--- src/rtl/alu_pkg.sv ---
package alu_pkg;

    localparam int FUNCT_W = 6;
    localparam int MODE_W  = 2;

    // Mode codes from the main decoder
    localparam logic [MODE_W-1:0] MODE_MEM   = 2'b00;
    localparam logic [MODE_W-1:0] MODE_BRANCH = 2'b01;
    localparam logic [MODE_W-1:0] MODE_FIELD = 2'b10;

    // Function field codes
    localparam logic [FUNCT_W-1:0] FN_ADD  = 6'h20;
    localparam logic [FUNCT_W-1:0] FN_ADDU = 6'h21;
    localparam logic [FUNCT_W-1:0] FN_SUB  = 6'h22;
    localparam logic [FUNCT_W-1:0] FN_SUBU = 6'h23;
    localparam logic [FUNCT_W-1:0] FN_AND  = 6'h24;
    localparam logic [FUNCT_W-1:0] FN_OR   = 6'h25;
    localparam logic [FUNCT_W-1:0] FN_XOR  = 6'h26;
    localparam logic [FUNCT_W-1:0] FN_NOR  = 6'h27;
    localparam logic [FUNCT_W-1:0] FN_SLT  = 6'h2A;
    localparam logic [FUNCT_W-1:0] FN_SLTU = 6'h2B;

    typedef enum logic [3:0] {
        OP_NONE,
        OP_ADD,
        OP_ADDU,
        OP_SUB,
        OP_SUBU,
        OP_AND,
        OP_OR,
        OP_XOR,
        OP_NOR,
        OP_SLT,
        OP_SLTU
    } alu_op_e;

endpackage

--- src/rtl/alu_fn_decode.sv ---
module alu_fn_decode
    import alu_pkg::*;
(
    input  logic [MODE_W-1:0]  mode_i,
    input  logic [FUNCT_W-1:0] funct_i,
    output alu_op_e            op_o
);

    alu_op_e field_op;

    always_comb begin
        unique case (funct_i)
            FN_ADD:  field_op = OP_ADD;
            FN_ADDU: field_op = OP_ADDU;
            FN_SUB:  field_op = OP_SUB;
            FN_SUBU: field_op = OP_SUBU;
            FN_AND:  field_op = OP_AND;
            FN_OR:   field_op = OP_OR;
            FN_XOR:  field_op = OP_XOR;
            FN_NOR:  field_op = OP_NOR;
            FN_SLT:  field_op = OP_SLT;
            FN_SLTU: field_op = OP_SLTU;
            default: field_op = OP_NONE;
        endcase
    end

    always_comb begin
        unique case (mode_i)
            MODE_MEM:    op_o = OP_ADDU;   // address add never flags overflow
            MODE_BRANCH: op_o = OP_SUBU;   // equality test never flags overflow
            MODE_FIELD:  op_o = field_op;
            default:     op_o = OP_NONE;
        endcase
    end

endmodule

--- src/rtl/alu_core.sv ---
module alu_core
    import alu_pkg::*;
#(
    parameter int DATA_W = 32
) (
    input  logic [DATA_W-1:0] a_i,
    input  logic [DATA_W-1:0] b_i,
    input  alu_op_e           op_i,
    output logic [DATA_W-1:0] result_o,
    output logic              zero_o,
    output logic              ovf_o
);

    localparam int MSB = DATA_W - 1;

    logic              sub_sel;
    logic [DATA_W-1:0] b_eff;
    logic [DATA_W:0]   sum_ext;
    logic [DATA_W-1:0] sum;
    logic              carry;
    logic              wrap;
    logic              lt_signed;
    logic              lt_unsigned;

    // One shared adder serves add, subtract and both comparisons
    always_comb begin
        sub_sel = (op_i == OP_SUB) || (op_i == OP_SUBU) ||
                  (op_i == OP_SLT) || (op_i == OP_SLTU);
        b_eff   = sub_sel ? ~b_i : b_i;
        sum_ext = {1'b0, a_i} + {1'b0, b_eff} + {{DATA_W{1'b0}}, sub_sel};
        sum     = sum_ext[DATA_W-1:0];
        carry   = sum_ext[DATA_W];
        wrap    = (a_i[MSB] == b_eff[MSB]) && (sum[MSB] != a_i[MSB]);
        lt_signed   = sum[MSB] ^ wrap;
        lt_unsigned = ~carry;
    end

    always_comb begin
        unique case (op_i)
            OP_ADD, OP_ADDU,
            OP_SUB, OP_SUBU: result_o = sum;
            OP_AND:          result_o = a_i & b_i;
            OP_OR:           result_o = a_i | b_i;
            OP_XOR:          result_o = a_i ^ b_i;
            OP_NOR:          result_o = ~(a_i | b_i);
            OP_SLT:          result_o = {{(DATA_W-1){1'b0}}, lt_signed};
            OP_SLTU:         result_o = {{(DATA_W-1){1'b0}}, lt_unsigned};
            default:         result_o = '0;
        endcase
        zero_o = ~|result_o;
        ovf_o  = wrap && ((op_i == OP_ADD) || (op_i == OP_SUB));
    end

endmodule

--- src/rtl/alu_unit.sv ---
module alu_unit
    import alu_pkg::*;
#(
    parameter int DATA_W = 32
) (
    input  logic                clk,
    input  logic                rst_n,
    input  logic [MODE_W-1:0]   alu_mode_i,
    input  logic [FUNCT_W-1:0]  funct_i,
    input  logic [DATA_W-1:0]   opa_i,
    input  logic [DATA_W-1:0]   opb_i,
    output logic [DATA_W-1:0]   result_o,
    output logic                zero_o,
    output logic                ovf_o
);

    typedef struct packed {
        logic [DATA_W-1:0] result;
        logic              zero;
        logic              ovf;
    } out_t;

    alu_op_e           op;
    logic [DATA_W-1:0] core_result;
    logic              core_zero;
    logic              core_ovf;
    out_t              out_d;
    out_t              out_q;

    alu_fn_decode u_decode (
        .mode_i  (alu_mode_i),
        .funct_i (funct_i),
        .op_o    (op)
    );

    alu_core #(.DATA_W(DATA_W)) u_core (
        .a_i      (opa_i),
        .b_i      (opb_i),
        .op_i     (op),
        .result_o (core_result),
        .zero_o   (core_zero),
        .ovf_o    (core_ovf)
    );

    always_comb begin
        out_d.result = core_result;
        out_d.zero   = core_zero;
        out_d.ovf    = core_ovf;
        if (!rst_n) begin
            out_d = '0;
        end
    end

    always_ff @(posedge clk) begin
        out_q <= out_d;
    end

    assign result_o = out_q.result;
    assign zero_o   = out_q.zero;
    assign ovf_o    = out_q.ovf;

endmodule

--- config.mk ---
export PLATFORM = sky130hd
export DESIGN_NAME = alu_unit
export DESIGN_NICKNAME = d
export VERILOG_FILES = /design/src/rtl/alu_pkg.sv /design/src/rtl/alu_fn_decode.sv /design/src/rtl/alu_core.sv /design/src/rtl/alu_unit.sv
export SDC_FILE = /design/constraint.sdc
export NUM_CORES = 1
export LEC_CHECK = 0
export ABC_AREA = 1
export BUFFER_PORTS_ARGS = -buffer_cell sky130_fd_sc_hd__buf_4
export CORE_MARGIN = 10
export CORE_UTILIZATION = 50
export CTS_BUF_LIST = sky130_fd_sc_hd__clkbuf_8 sky130_fd_sc_hd__clkbuf_16
export CTS_CLUSTER_DIAMETER = 100
export DETAILED_ROUTE_END_ITERATION = 12
export PLACE_DENSITY = 0.82
export SETUP_SLACK_MARGIN = 0.2
export SYNTH_ARGS = -nofsm -noshare
export SYNTH_HDL_FRONTEND = slang
export SYNTH_SLANG_ARGS = --single-unit
--- constraint.sdc ---
create_clock -name clk -period 5.05 [get_ports clk]
set_clock_uncertainty 0.1 [all_clocks]
set_input_delay 0.505 -clock clk [delete_from_list [all_inputs] [get_ports clk]]
set_output_delay 0.505 -clock clk [all_outputs]
set_load 0.005 [all_outputs]
==> impl_metrics.prom <==
# TYPE chip_impl_metric gauge
chip_impl_metric{name="die_outline_height",unit="µm"} 128
chip_impl_info{name="rsz0062_at_grt",value="false"} 1
chip_impl_metric{name="top_level_ports",unit=""} 108
chip_impl_metric{name="filler_cell_count",unit=""} 1108
chip_impl_metric{name="grt_overflow",unit=""} 0
chip_impl_metric{name="crit_path_required_time",unit="ns"} 5.18
chip_impl_metric{name="number_of_antenna_violations_at_the_first_check_in_global_routing",unit=""} 0
chip_impl_metric{name="report.final.setup_viol",unit=""} 0
chip_impl_metric{name="achievable-frequency",unit="GHz"} 0.217
chip_impl_metric{name="antennaDiodeCount",unit=""} 0
chip_impl_metric{name="irDropWorstVdd",unit="V"} 0.000248
chip_impl_metric{name="drc",unit=""} 0
chip_impl_metric{name="drt-wirelength-per-cell",unit="µm"} 17.1
chip_impl_metric{name="cts.clk_slew.worst_paths",unit="ns"} 0.06
chip_impl_metric{name="hpwl",unit="µm"} 17300
chip_impl_metric{name="max_slew.worst_pin.slew",unit="ns"} 1.12
chip_impl_metric{name="drive_above_1_share",unit="%"} 18.6
chip_impl_info{name="hp-class",value="in -> reg"} 1
chip_impl_metric{name="cts_htree_levels",unit=""} 2
chip_impl_info{name="clock_tree.root_cell",value="sky130_fd_sc_hd__clkbuf_16"} 1
chip_impl_metric{name="first_global_vias",unit=""} 6406
chip_impl_metric{name="cts_buffers",unit=""} 5
chip_impl_metric{name="power_density",unit="nW/µm²"} 202
chip_impl_metric{name="timing.critical_path.slowest_cell_delay",unit="ns"} 0.34
chip_impl_info{name="startpoint_type",value="input pin"} 1
chip_impl_info{name="synth_ff_type",value="sky130_fd_sc_hd__dfxtp_1"} 1
chip_impl_metric{name="path_max_fanout",unit=""} 10
chip_impl_info{name="tritoncts",value="built"} 1
chip_impl_metric{name="fp.dieArea",unit="µm²"} 16500
chip_impl_metric{name="fp.coreArea",unit="µm²"} 11500
chip_impl_metric{name="cts_sinks",unit=""} 34
chip_impl_metric{name="arrival_time_worst_endpoint",unit="ns"} 4.72
chip_impl_metric{name="numPortBuffers",unit=""} 107
chip_impl_metric{name="cts.path.max_buffers",unit=""} 2
chip_impl_metric{name="maxCapViolCount",unit=""} 0
chip_impl_metric{name="ys_types",unit=""} 41
chip_impl_info{name="slowest_stage",value="sky130_fd_sc_hd__ha_2"} 1
chip_impl_metric{name="grt_pass1_wl",unit="µm"} 33000
chip_impl_metric{name="number_of_cell_rows",unit=""} 39
chip_impl_metric{name="report.final.slew_viol_count",unit=""} 0
chip_impl_metric{name="hold_viol_final",unit=""} 0
chip_impl_metric{name="synthCells",unit=""} 955
chip_impl_metric{name="timing.final.crit_period",unit="ns"} 4.60
chip_impl_metric{name="crit_buf_inv",unit=""} 5
chip_impl_metric{name="async_reset_ff_share",unit="%"} 0
chip_impl_info{name="most_used_cells_in_the_layout_excluding_fill_and_tap_cells",value="214 x sky130_fd_sc_hd__nand2_1, 152 x sky130_fd_sc_hd__inv_1, 142 x sky130_fd_sc_hd__buf_4, 95 x sky130_fd_sc_hd__ha_1, 90 x sky130_fd_sc_hd__nor2_1"} 1
chip_impl_metric{name="synth-seq-cells",unit=""} 34
chip_impl_metric{name="ys.warnings.count",unit=""} 0
chip_impl_info{name="mostFrequentLayoutCell",value="sky130_fd_sc_hd__nand2_1"} 1
chip_impl_metric{name="synth-edff-count",unit=""} 0
chip_impl_metric{name="ant_nets",unit=""} 0
chip_impl_metric{name="vias",unit=""} 6870
chip_impl_metric{name="mappedNetlistArea",unit="µm²"} 5870
chip_impl_metric{name="drt_wl_total",unit="µm"} 21100
chip_impl_metric{name="cts_hold_buf",unit=""} 0
chip_impl_metric{name="global_route.usage.total",unit="%"} 24.5
chip_impl_info{name="status",value="finished clean"} 1
chip_impl_metric{name="area_growth_syn_to_layout",unit="%"} 23.7
chip_impl_metric{name="floorplan.die.width",unit="µm"} 128
chip_impl_metric{name="remaining_max_slew_budget_at_the_tightest_pin",unit="%"} 25.1
chip_impl_info{name="crit_type",value="in -> reg"} 1
chip_impl_metric{name="dr.first_iter.drc_count",unit=""} 738
chip_impl_metric{name="fin_worst_hold_slack",unit="ns"} 0.380
chip_impl_metric{name="floorplan.initialDensity",unit="%"} 51.2
chip_impl_info{name="critical-path-top-cell-by-count",value="sky130_fd_sc_hd__nand2_1"} 1
chip_impl_metric{name="ys_seq_area_share",unit="%"} 11.6
chip_impl_metric{name="first_pass_iters",unit=""} 8
chip_impl_metric{name="maximum_number_of_pins_on_one_net_before_global_route_repair",unit=""} 34
chip_impl_metric{name="postSynthNetCount",unit=""} 1127
chip_impl_metric{name="syn_area_per_cell",unit="µm²"} 6.15
chip_impl_metric{name="multi_input_gate_area_in_the_final_layout",unit="µm²"} 4570
chip_impl_metric{name="dpl.cell_count",unit=""} 1212
chip_impl_info{name="worstSetupStartpoint",value="funct_i[4]"} 1
chip_impl_metric{name="ff_latch_area",unit="µm²"} 681
chip_impl_metric{name="finalCritPeriodShare",unit="%"} 91.1
chip_impl_metric{name="worstSetupPathDepth",unit=""} 32
chip_impl_info{name="end_point_of_the_critical_path",value="zero_o$_SDFF_PN0_"} 1
chip_impl_metric{name="final-instance-count-excl-fill",unit=""} 1230
chip_impl_info{name="min_from",value="opa_i[31]"} 1
chip_impl_metric{name="avgViaCountPerCell",unit=""} 5.59
chip_impl_metric{name="power.leakage",unit="µW"} 0.00398
chip_impl_metric{name="gp_congestion",unit=""} 1.05
chip_impl_metric{name="finish.net_count",unit=""} 1258
chip_impl_info{name="critical_path.endpoint_type",value="flip-flop"} 1
chip_impl_info{name="path_delay_family",value="simple AND/OR/NAND/NOR gates"} 1
-- stage by stage --
stage	util (%)	power, µW	setup WS (ns)	TNS [ns]	area [µm²]
6_report	63.3	1470	0.451	0	7260
5_1_grt	63.3	1570	0.231	0	7260
4_1_cts	62.0	1430	0.239	0	7110
3_5_place_dp	60.6	1120	-0.242	-0.242	6950
3_3_place_gp	60.6	1120	-0.328	-0.328	6950
2_1_floorplan	-	816	1.02	0	5870
-- cell usage after synthesis (11+ instances only) --
cell / count / area (µm²)
sky130_fd_sc_hd__a21oi_1: 71 / 355
sky130_fd_sc_hd__a221oi_1: 14 / 123
sky130_fd_sc_hd__dfxtp_1: 34 / 681
sky130_fd_sc_hd__ha_1: 97 / 1210
sky130_fd_sc_hd__inv_1: 151 / 567
sky130_fd_sc_hd__nand2_1: 215 / 807
sky130_fd_sc_hd__nand2_2: 11 / 68.8
sky130_fd_sc_hd__nand3_1: 64 / 320
sky130_fd_sc_hd__nand3b_1: 14 / 105
sky130_fd_sc_hd__nand4_1: 30 / 188
sky130_fd_sc_hd__nor2_1: 95 / 357
sky130_fd_sc_hd__o21ai_0: 43 / 215
sky130_fd_sc_hd__xor2_1: 33 / 289
-- cell type report --
cell class                 count  share of cell area [%]
sequential                    34                    9.37
clock inverter                 2                   0.121
multi-input combinational    745                    63.0
inverter                     156                    8.06
timing repair buffer         144                    15.1
tap                          143                    2.46
clock buffer                   6                    1.91
-- registers in the layout (all words and copies together) (netlist names) --
register	flops
ovf_o	1
result_o	32
zero_o	1
-- report_power, final --
part	switching, µW	internal [µW]	leakage (µW)
sequential	6.41	295	0.000279
clock	115	193	0.0000780
combinational	529	331	0.00362
total	651	820	0.00398
-- routing by layer --
layer | vias up | part of all wire (%) | global-route usage, %
met4 | 0 | 3.0 | 8.81
met2 | 348 | 44 | 37.9
met3 | 34 | 11 | 5.17
met1 | 3094 | 43 | 32.8
li1 | 3394 | - | -
met5 | - | 0 | 0
-- worst min-delay path by stage --
stage	cells past startpoint	slack (ns)	endpoint
final	2	0.38	ovf_o$_SDFF_PN0_
after global routing	2	0.40	ovf_o$_SDFF_PN0_
after CTS	2	0.38	ovf_o$_SDFF_PN0_
after detailed placement	2	0.67	ovf_o$_SDFF_PN0_
after global placement	2	0.68	ovf_o$_SDFF_PN0_
after floorplan	1	0.53	ovf_o$_SDFF_PN0_
-- logic make-up after synthesis --
family	synth area share, %
simple gates	34.9
compound gates	15.4
buf+inv	11.8
fa+ha+maj	21.0
flops	11.6
xor+xnor	5.22
-- repair_timing --
action	4_1_cts	5_1_grt
resized for setup	1	20
gates cloned	1	0
pin swaps	1	7
endpoints found under the setup margin	1	2
setup buffers	0	9
(Power assumes the default switching activity.)
